File: src/rtl/phyrb_pkg.sv
package phyrb_pkg;
  localparam int WORD_W     = 32;
  localparam int HALF_W     = WORD_W / 2;
  localparam int NUM_CTRL   = 7;
  localparam int ADDR_W     = 6;
  localparam int IDX_W      = ADDR_W - 2;
  localparam int STATUS_IDX = 8;
  localparam int CAL_BIT    = 6;
  localparam int DLL_BIT    = 5;
  localparam int PWR_IDX    = 6;
  localparam int TAP_IDX    = 0;

  typedef enum logic [2:0] {
    DRV_50  = 3'd0,
    DRV_33  = 3'd1,
    DRV_66  = 3'd2,
    DRV_100 = 3'd3,
    DRV_40  = 3'd4
  } drive_code_e;
endpackage

File: src/rtl/phyrb_rst_sync.sv
module phyrb_rst_sync (
  input  logic clk,
  input  logic rst_n,
  output logic rst_sync_n
);
  logic stage_q;

  always_ff @(posedge clk or negedge rst_n) begin
    if (!rst_n) begin
      stage_q    <= 1'b0;
      rst_sync_n <= 1'b0;
    end else begin
      stage_q    <= 1'b1;
      rst_sync_n <= stage_q;
    end
  end
endmodule

File: src/rtl/phyrb_decode.sv
module phyrb_decode
  import phyrb_pkg::*;
(
  input  logic              clk,
  input  logic              rst_n,
  input  logic [ADDR_W-1:0] addr,
  input  logic              wr,
  output logic [NUM_CTRL-1:0] wr_sel,
  output logic              rd_ctrl,
  output logic              rd_status,
  output logic [IDX_W-1:0]  idx
);
  logic unused_lo;

  assign idx       = addr[ADDR_W-1:2];
  assign unused_lo = ^addr[1:0];

  always_comb begin
    for (int i = 0; i < NUM_CTRL; i++) begin
      wr_sel[i] = wr && (idx == IDX_W'(i));
    end
    rd_ctrl   = (int'(idx) < NUM_CTRL);
    rd_status = (idx == IDX_W'(STATUS_IDX));
  end

  AST_WR_ONEHOT: assert property (@(posedge clk) disable iff (!rst_n)
    $onehot0(wr_sel));
  AST_NO_WR_STATUS: assert property (@(posedge clk) disable iff (!rst_n)
    (wr && !rd_ctrl) |-> (wr_sel == '0));
endmodule

File: src/rtl/phyrb_masked_reg.sv
module phyrb_masked_reg #(
  parameter int W = 16
) (
  input  logic         clk,
  input  logic         rst_n,
  input  logic         we,
  input  logic [W-1:0] mask,
  input  logic [W-1:0] d,
  output logic [W-1:0] q
);
  logic [W-1:0] q_nxt;

  always_comb begin
    q_nxt = (q & ~mask) | (d & mask);
  end

  always_ff @(posedge clk or negedge rst_n) begin
    if (!rst_n) begin
      q <= '0;
    end else if (we) begin
      q <= q_nxt;
    end
  end

  AST_KEEP_UNMASKED: assert property (@(posedge clk) disable iff (!rst_n)
    we |=> (((q ^ $past(q)) & ~$past(mask)) == '0));
  AST_TAKE_MASKED: assert property (@(posedge clk) disable iff (!rst_n)
    we |=> (((q ^ $past(d)) & $past(mask)) == '0));
  AST_IDLE_STABLE: assert property (@(posedge clk) disable iff (!rst_n)
    !we |=> $stable(q));
endmodule

File: src/rtl/phy_ctrl_regbank.sv
module phy_ctrl_regbank
  import phyrb_pkg::*;
(
  input  logic                       clk,
  input  logic                       rst_n,
  input  logic [ADDR_W-1:0]          bus_addr,
  input  logic                       bus_wr,
  input  logic [WORD_W-1:0]          bus_wdata,
  output logic [WORD_W-1:0]          bus_rdata,
  input  logic                       cal_done_in,
  input  logic                       dll_ready_in,
  output logic                       pwr_up,
  output logic                       dll_en,
  output logic [2:0]                 drive_sel,
  output logic                       drive_legal,
  output logic                       otap_en,
  output logic [3:0]                 otap_sel,
  output logic [1:0]                 freq_sel,
  output logic [NUM_CTRL*HALF_W-1:0] ctrl_flat
);
  logic                rst_i_n;
  logic [NUM_CTRL-1:0] wr_sel;
  logic                rd_ctrl;
  logic                rd_status;
  logic [IDX_W-1:0]    idx;
  logic                cal_q, dll_q;
  logic [HALF_W-1:0]   word_pwr, word_tap;

  phyrb_rst_sync u_rst (
    .clk        (clk),
    .rst_n      (rst_n),
    .rst_sync_n (rst_i_n)
  );

  phyrb_decode u_dec (
    .clk       (clk),
    .rst_n     (rst_i_n),
    .addr      (bus_addr),
    .wr        (bus_wr),
    .wr_sel    (wr_sel),
    .rd_ctrl   (rd_ctrl),
    .rd_status (rd_status),
    .idx       (idx)
  );

  generate
    for (genvar k = 0; k < NUM_CTRL; k++) begin : g_word
      phyrb_masked_reg #(.W(HALF_W)) u_word (
        .clk   (clk),
        .rst_n (rst_i_n),
        .we    (wr_sel[k]),
        .mask  (bus_wdata[WORD_W-1:HALF_W]),
        .d     (bus_wdata[HALF_W-1:0]),
        .q     (ctrl_flat[k*HALF_W +: HALF_W])
      );
    end
  endgenerate

  always_ff @(posedge clk or negedge rst_i_n) begin
    if (!rst_i_n) begin
      cal_q <= 1'b0;
      dll_q <= 1'b0;
    end else begin
      cal_q <= cal_done_in;
      dll_q <= dll_ready_in;
    end
  end

  always_comb begin
    bus_rdata = '0;
    if (rd_ctrl) begin
      for (int k = 0; k < NUM_CTRL; k++) begin
        if (idx == IDX_W'(k)) begin
          bus_rdata[HALF_W-1:0] = ctrl_flat[k*HALF_W +: HALF_W];
        end
      end
    end else if (rd_status) begin
      bus_rdata[CAL_BIT] = cal_q;
      bus_rdata[DLL_BIT] = dll_q;
    end
  end

  assign word_pwr    = ctrl_flat[PWR_IDX*HALF_W +: HALF_W];
  assign word_tap    = ctrl_flat[TAP_IDX*HALF_W +: HALF_W];
  assign pwr_up      = word_pwr[0];
  assign dll_en      = word_pwr[1];
  assign drive_sel   = word_pwr[6:4];
  assign otap_sel    = word_tap[10:7];
  assign otap_en     = word_tap[11];
  assign freq_sel    = word_tap[13:12];
  assign drive_legal = (drive_sel <= DRV_40);

  AST_UPPER_ZERO: assert property (@(posedge clk) disable iff (!rst_i_n)
    rd_ctrl |-> (bus_rdata[WORD_W-1:HALF_W] == '0));
  AST_UNMAPPED_ZERO: assert property (@(posedge clk) disable iff (!rst_i_n)
    (!rd_ctrl && !rd_status) |-> (bus_rdata == '0));
  AST_STATUS_CAL: assert property (@(posedge clk) disable iff (!rst_i_n)
    rd_status |-> (bus_rdata[CAL_BIT] == $past(cal_done_in)));
  AST_STATUS_DLL: assert property (@(posedge clk) disable iff (!rst_i_n)
    rd_status |-> (bus_rdata[DLL_BIT] == $past(dll_ready_in)));
  AST_PWR_WRITE: assert property (@(posedge clk) disable iff (!rst_i_n)
    (bus_wr && idx == IDX_W'(PWR_IDX) && bus_wdata[HALF_W]) |=>
      (pwr_up == $past(bus_wdata[0])));
endmodule

File: config.mk
export PLATFORM = sky130hd
export DESIGN_NAME = phy_ctrl_regbank
export DESIGN_NICKNAME = d
export VERILOG_FILES = /design/src/rtl/phyrb_pkg.sv /design/src/rtl/phyrb_rst_sync.sv /design/src/rtl/phyrb_decode.sv /design/src/rtl/phyrb_masked_reg.sv /design/src/rtl/phy_ctrl_regbank.sv
export SDC_FILE = /design/constraint.sdc
export NUM_CORES = 1
export LEC_CHECK = 0
export CAP_MARGIN = 40
export CORE_ASPECT_RATIO = 0.6
export CORE_UTILIZATION = 40
export DETAILED_ROUTE_END_ITERATION = 10
export DONT_BUFFER_PORTS = 1
export MAX_ROUTING_LAYER = met4
export PLACE_DENSITY_LB_ADDON = 0.25
export SYNTH_ARGS = -nofsm -noshare
export SYNTH_HDL_FRONTEND = slang
export SYNTH_SLANG_ARGS = --single-unit
File: constraint.sdc
create_clock -name clk -period 4.45 [get_ports clk]
set_input_delay 0.89 -clock clk [delete_from_list [all_inputs] [get_ports clk]]
set_output_delay 0.89 -clock clk [all_outputs]
set_load 0.02 [all_outputs]
# Yosys cells after proc, flatten, opt, wreduce, memory -nomap -nowiden
# Index checks and enable logic that the tools add are counted.
[classes]
n_mux = 11
eq_ne = 7
order_cmp = 2
n_reduce_logical = 8
bitwise_logic = 16
[op_table]
columns = ["op", "count"]
rows = [
  ["$and 16x16->16", 8],
  ["$mux 16", 7],
  ["$or 16x16->16", 7],
  ["$not 16->16", 1],
  ["$eq 4x3->1 const B", 3],
  ["$mux 9", 1],
  ["$eq 4x2->1 const B", 2],
  ["$logic_and 1x1->1", 7],
  ["$mux 5", 1],
  ["$eq 4x1->1 const B", 1],
  ["$eq 4x4->1 const B", 1],
  ["$logic_not 4->1", 1],
  ["$lt 4x3->1 const B", 1],
  ["$mux 2", 2],
  ["$le 3x3->1 const B", 1],
]
[totals]
ff_bits = 116
inputBits = 43
output_inout_bits = 157

# Longest topological paths before layout
# Gate-level depths: netlist of the first run.
[depth]
ltp_word = 9
depth_mapped = 7

# Modules after synthesis
# A second synthesis of the first run with hierarchy kept.
[unflattened]
cells_unflattened = 566
area_unflattened_um2 = 6565.0
[modules_own_cells]
columns = ["module", "seq_area_each_um2", "cells_each", "area_each_um2", "instances"]
rows = [
  ["phyrb_masked_reg", 400.4, 50, 700.7, 7],
  ["phy_ctrl_regbank", 50.0, 195, 1492.7, 1],
  ["phyrb_decode", 0.0, 18, 113.9, 1],
  ["phyrb_rst_sync", 50.0, 3, 53.8, 1],
]

# Least setup slack after synthesis of the first run
# OpenSTA, ideal clock, no wires.
[synth_timing]
path_type = "input-to-output"
from = "in bus_addr[4]"
to = "out bus_rdata[9]"
setup_slack_ns = 0.775
arrival_ns = 2.785
path_buffers = 3
stages = 6
required_time_ns = 3.560
cell_sequence = "buf_6 clkbuf_1 nand2_1 clkbuf_1 a21oi_1 a2111oi_0"
[synth_between]
elab_chain_cells = 9
word_cells_on_any_way = 16
classes_between = "1 x order compare; 6 x eq/ne; 8 x mux; 1 x reduce/logical"
[synth_rtl]
columns = ["element", "line", "text"]
rows = [
  ["start, declared", "phy_ctrl_regbank.sv:6", "input logic [ADDR_W-1:0] bus_addr,"],
  ["$logic_not 4->1", "phy_ctrl_regbank.sv:73", "if (idx == IDX_W'(k)) begin"],
  ["$mux 16 (7 in a row)", "phy_ctrl_regbank.sv:73", ""],
  ["$mux 9 (*)", "phy_ctrl_regbank.sv:71", "if (rd_ctrl) begin"],
  ["end, declared", "phy_ctrl_regbank.sv:9", "output logic [WORD_W-1:0] bus_rdata,"],
]
# Every way passes the cells marked *; elsewhere a longest branch is shown, timed or not.

# Worst setup path after layout of the first run
[layout_timing]
from = "in bus_addr[5]"
to = "out bus_rdata[8]"
# The elaborated chain is that of the path after synthesis.

==> flow_metrics.env, run 1 <==
export IMPL_crit_arrival_ps=2480
export IMPL_status="finished clean"
export IMPL_drt_pre_antenna_iters=4
export IMPL_cp_max_fo=23
export IMPL_synthFlopType="dfrtp_1"
export IMPL_skew_ps=6.02
export IMPL_rows=34
export IMPL_synth_edf_count=0
export IMPL_hold_path_class="in2async"
export IMPL_max_freq_mhz=297
export IMPL_cts_sinks=116
export IMPL_grt_max_degree=54
export IMPL_synth_top_cell_area_share_pct=47.1
export IMPL_power_density_nw_per_um2=517
export IMPL_antenna_found_initial=0
export IMPL_post_cts_setup_buffers=0
export IMPL_yosysTopAreaCell="dfrtp_1"
export IMPL_cts_max_level=4
export IMPL_avgViaCountPerCell=5.81
export IMPL_first_global_vias=4684
export IMPL_final_common_cell="nand2_1"
export IMPL_slew_headroom_pct=47.4
export IMPL_synth_compound_area_share_pct=9.75
export IMPL_fp_dieH_um=98.1
export IMPL_synthCells=570
export IMPL_slew_viol_final=0
export IMPL_ys_seq_area_share_pct=47.1
export IMPL_wl_mm=18.5
export IMPL_place_detailed_hpwl_mm=12.4
export IMPL_async_flop_share_pct=100
export IMPL_clockRootBuffer="clkbuf_16"
export IMPL_diodes=0
export IMPL_vias=4507
export IMPL_design_die_area_um2=15900
export IMPL_mostFrequentLayoutCells="nand2_1 (116), dfrtp_1 (115), mux2_2 (93), a21oi_1 (38)"
export IMPL_cts_buffers=17
export IMPL_drtAntennaViolNets=0
export IMPL_ir_drop_mv=0.247
export IMPL_final_hold_viol_count=0
export IMPL_maxCapViolations=0
export IMPL_syn_cell_area_um2=6160
export IMPL_synthSimpleGateAreaFrac_pct=12.8
export IMPL_start_util_pct=41.7
export IMPL_drive_gt1_share_pct=28.9
export IMPL_ioPinCount=200
export IMPL_grt_usage_pct=24.8
export IMPL_ys_top_cells_by_area="dfrtp_1 (47%), mux2_2 (17%), nand2_1 (7.1%), buf_4 (3.9%), a21oi_1 (3.1%)"
export IMPL_grt_pass1_wl_mm=28.1
export IMPL_drt_iter0_drc=268
export IMPL_hold_buffers=0
export IMPL_post_cts_resized=0
export IMPL_stdcell_count=776
export IMPL_area_growth_pct=12.8
export IMPL_nNetsFinal=608
export IMPL_wire_per_inst_um=23.8
export IMPL_yosysWarnings=0
export IMPL_core_area_um2=14800
export IMPL_syn_avg_cell_area_um2=10.8
export IMPL_required_ps=3560
export IMPL_synth_xor_area_share_pct=0
export IMPL_dp_cells=744
export IMPL_worst_slew_pin_slew_ps=789
export IMPL_synth_area_mux_share_pct=23.7
export IMPL_min_period_ps=3370
export IMPL_fin_crit_sh_pct=75.7
export IMPL_rsz0062_at_grt="no"
export IMPL_finalSetupTns_ps=0
export IMPL_clock_latency_ps=410
export IMPL_clk_pin_slew_ps=50
export IMPL_worstSetupEndpointType="primary output"
export IMPL_io_buffers=0
export IMPL_grt_overflow=0
export IMPL_synth_seq_cells=116
export IMPL_cts_tree="built"
export IMPL_worstSetupPathType="in2out"
export IMPL_gp_congestion=0.808
export IMPL_synth_top_family_by_area="multiplexers"
export IMPL_p_leak_nw=2.95
export IMPL_clock_path_buffers=2
export IMPL_synth_fa_ha_area_share_pct=0
export IMPL_cp_start_kind="input pin"
export IMPL_die_x_um=162
export IMPL_synth_cell_types=38
export IMPL_finalSetupViolations=0
export IMPL_drc=0
-- per-layer routing --
layer | vias to the layer above | share of wire (%) | GRT usage [%]
met5 | - | 0 | -
met4 | 0 | 1.4 | 7.18
met3 | 28 | 13 | 12.5
met2 | 238 | 44 | 35.3
met1 | 2272 | 42 | 30.7
li1 | 1969 | - | -
-- path summary, 6_finish.rpt --
path | startpoint | to | slack, ps | depth (start not counted)
setup / recovery | bus_addr[5] | bus_rdata[8] | 1080 | 5
hold / removal | rst_n | u_rst.rst_sync_n | 170 | 0
setup reg to reg | u_rst.rst_sync_n | async pin | 3050 | 2
hold reg to reg | u_rst.rst_sync_n | async pin | 220 | 0
max in group asynchronous | u_rst.rst_sync_n | async pin | 3050 | 2
min in group clk | u_rst.stage_q | u_rst.rst_sync_n | 350 | 0
-- logic make-up (layout without fill, tap and decap cells) --
group                  count (synthesis)  in the layout
other                                  2             17
DFF                                  116            116
muxes                                127            127
AOI/OAI and AO/OA                     91             91
buffers and inverters                 67             60
and+or+nand+nor                      167            167
-- layout make-up --
class | instances | area (um^2)
Fill cell | 1313 | 7810
Multi-Input combinational cell | 402 | 2950
Sequential cell | 116 | 2910
Clock buffer | 23 | 488
Tap cell | 198 | 248
Timing Repair Buffer | 20 | 200
Clock inverter | 9 | 125
Inverter | 8 | 30.0
-- worst max-delay path, stage by stage --
cell and delay (ps):
nand2b_1 500, a21oi_1 280, a21oi_1 60, a2111oi_1 510, buf_4 230
-- power by group --
group          switching (W)  internal, W
clock network       0.000484     0.000936
registers           0.000511      0.00125
logic               0.000178     0.000230
-- Yosys cell counts, types with 2 or more instances --
cell / instances
dfrtp_1: 116
nand2_1: 116
mux2_2: 93
a21oi_1: 38
buf_4: 32
nand2b_1: 17
clkbuf_1: 14
mux2i_1: 14
o2bb2ai_1: 13
a211oi_1: 12
a2111oi_0: 11
mux2_4: 10
buf_2: 9
mux2_1: 9
inv_1: 7
o21ai_0: 7
nor3_1: 6
nor2_1: 5
a31oi_1: 4
nand3b_1: 4
nand4b_1: 4
nor2b_1: 4
nor2_4: 3
a211o_1: 2
a22oi_1: 2
buf_1: 2
buf_6: 2
conb_1: 2
nand4_1: 2
o221ai_1: 2
-- through the flow --
stage,instance area [um^2],utilization [%],total power (W),setup slack [ps],hold WS [ps]
after floorplan,6210,-,0.00208,775,331
after global placement,6250,42.3,0.00216,1010,341
after detailed placement,6340,42.9,0.00219,1080,230
after CTS,6950,47.1,0.00362,1070,157
after global routing,6950,47.1,0.00375,1000,141
final,6950,47.1,0.00359,1080,173
Note: power is estimated with default switching activity, not from simulation.
==> run 2: changes to the inputs <==
==> constraint.sdc (replaced) <==
create_clock -name clk -period 3.5 [get_ports clk]
set_input_delay 0.7 -clock clk [delete_from_list [all_inputs] [get_ports clk]]
set_output_delay 0.7 -clock clk [all_outputs]
set_load 0.02 [all_outputs]
==> run 2 against run 1 <==
Compared with the run above: clock-buffer cell count shrank 1; worst setup slack worse by 500 ps; hold slack improved by 150 ps; sequential power up 28%; critical endpoint is now bus_rdata[12].
==> flow_metrics.env, run 2 (synthesis gave the netlist of run 1 again) <==
export IMPL_status="finished clean"
export IMPL_final_fill_count=1327
export IMPL_post_cts_setup_buffers=0
export IMPL_skew_ps=10.9
export IMPL_vias=4515
export IMPL_ir_drop_mv=0.254
export IMPL_diodes=0
export IMPL_wire_per_inst_um=23.7
export IMPL_slew_viol_final=0
export IMPL_worstHoldStart="dll_ready_in"
export IMPL_placed_area_um2=6320
export IMPL_hold_path_class="in2reg"
export IMPL_fin_area_um2=6960
export IMPL_finalSetupTns_ps=0
export IMPL_crit_arrival_ps=2220
export IMPL_slew_headroom_pct=50.5
export IMPL_start_util_pct=41.7
export IMPL_busiest_layer="met2"
export IMPL_hold_depth=0
export IMPL_crit_slowest_cell="nand2b_1"
export IMPL_rows=34
export IMPL_stdcell_count=779
export IMPL_wl_mm=18.4
export IMPL_drive_gt1_share_pct=29.1
export IMPL_area_growth_pct=13.0
export IMPL_fp_dieH_um=98.1
export IMPL_worst_slew_pin_slew_ps=743
export IMPL_grt_max_degree=62
export IMPL_drtAntennaViolNets=0
export IMPL_final_common_cell="nand2_1"
export IMPL_worstSetupEndpointType="primary output"
export IMPL_worstSetupPathType="in2out"
export IMPL_grtUsageMet1_pct=30.7
export IMPL_drt_pre_antenna_iters=5
export IMPL_grt_overflow=0
export IMPL_maxCapViolations=0
export IMPL_critPathMaxStageDelay_ps=440
export IMPL_power_density_nw_per_um2=663
export IMPL_cts_buffers=17
export IMPL_cp_max_fo=23
export IMPL_cts_sinks=116
export IMPL_grt_usage_pct=24.8
export IMPL_io_buffers=0
export IMPL_cts_tree="built"
export IMPL_clockRootBuffer="clkbuf_16"
export IMPL_clock_path_buffers=2
export IMPL_antenna_found_initial=0
export IMPL_required_ps=2800
export IMPL_dp_cells=746
export IMPL_mostFrequentLayoutCells="nand2_1 (116), dfrtp_1 (115), mux2_2 (93), a21oi_1 (38), buf_4 (20)"
export IMPL_p_leak_nw=2.97
export IMPL_place_detailed_hpwl_mm=12.3
export IMPL_fin_crit_sh_pct=83.4
export IMPL_core_area_um2=14800
export IMPL_clock_latency_ps=410
export IMPL_grt_pass1_wl_mm=28.3
export IMPL_drc=0
export IMPL_groute_layer_met2_usage_pct=35.5
export IMPL_drt_iter0_drc=390
export IMPL_hold_slack_ps=318
export IMPL_design_die_area_um2=15900
export IMPL_crit_top_cell="a21oi_1"
export IMPL_clk_pin_slew_ps=50
export IMPL_nNetsFinal=611
export IMPL_max_freq_mhz=342
export IMPL_rsz0062_at_grt="no"
export IMPL_ioPinCount=200
export IMPL_cp_start_kind="input pin"
export IMPL_first_global_vias=4738
export IMPL_reg2reg_slack_ps=2280
export IMPL_avgViaCountPerCell=5.80
export IMPL_crit_chain="nand2b_1 > a21oi_1 > a21oi_1 > a2111oi_1 > buf_4"
export IMPL_gp_congestion=0.775
export IMPL_min_period_ps=2920
export IMPL_r2r_start="u_rst.rst_sync_n"
export IMPL_min_to="dll_q"
export IMPL_use_met3_pct=11.3
export IMPL_finalSetupViolations=0
export IMPL_final_hold_viol_count=0
export IMPL_r2r_cells=1
export IMPL_die_x_um=162
export IMPL_cts_max_level=4
## run 2: changes by cell type in the layout (fill, tap and decap cells not counted)
cell / previous run / this run
buf_12: 0 / 1
buf_16: 1 / 0
buf_4: 15 / 20
buf_8: 4 / 1
bufinv_16: 3 / 4
clkbuf_8: 4 / 3
clkinv_2: 4 / 5
clkinvlp_4: 2 / 1
dlygate4sd3_1: 0 / 1
## run 2: worst max-delay path by stage
stage | end | slack (ps) | start | depth (start not counted)
4_1_cts | bus_rdata[0] | 590 | bus_addr[4] | 6
2_1_floorplan | async pin | 30 | u_rst.rst_sync_n | 0
3_3_place_gp | bus_rdata[12] | 680 | bus_addr[5] | 5
3_5_place_dp | bus_rdata[0] | 610 | bus_addr[4] | 6
5_1_grt | bus_rdata[0] | 450 | bus_addr[5] | 5
6_report | bus_rdata[12] | 580 | bus_addr[5] | 5
## run 2: layout make-up
cell class | instances | area (um^2) | share of cell area [%]
Clock inverter | 10 | 153 | 2.19
Tap cell | 198 | 248 | 3.56
Multi-Input combinational cell | 402 | 2950 | 42.4
Inverter | 8 | 30.0 | 0.432
Clock buffer | 22 | 474 | 6.82
Sequential cell | 116 | 2910 | 41.8
Timing Repair Buffer | 23 | 195 | 2.81
## run 2: repair_timing
| item | CTS | global route |
|---|---|---|
| hold buffers | 1 | 0 |
| gates resized for setup | 0 | 0 |
| hold endpoints to repair | 2 | 0 |
## run 2: worst max-delay path, delay by kind of cell
kind	cells	cell delay, ps
simple gates	1	440
compound gates	3	840
buf+inv	1	220
## run 2: report_power, final
group          total, W  switching [W]  internal [W]
combinational  0.000509       0.000215      0.000293
clock           0.00185       0.000612       0.00124
sequential      0.00225       0.000655       0.00159
total           0.00461        0.00148       0.00313
## run 2: through the flow
step | util, % | power, W | worst slack [ps]
finish | 47.1 | 0.00461 | 580
CTS | 47.1 | 0.00465 | 589
floorplan | - | 0.00265 | 29.1
global placement | 42.7 | 0.00275 | 676
detailed placement | 42.8 | 0.00278 | 607
global route | 47.1 | 0.00481 | 455
## run 2: metal layers
| metal | up-vias | routed length [um] |
|---|---|---|
| met5 | - | 0 |
| met1 | 2290 | 7770 |
| met3 | 28 | 2360 |
| met4 | 0 | 319 |
| li1 | 1970 | - |
| met2 | 227 | 8000 |
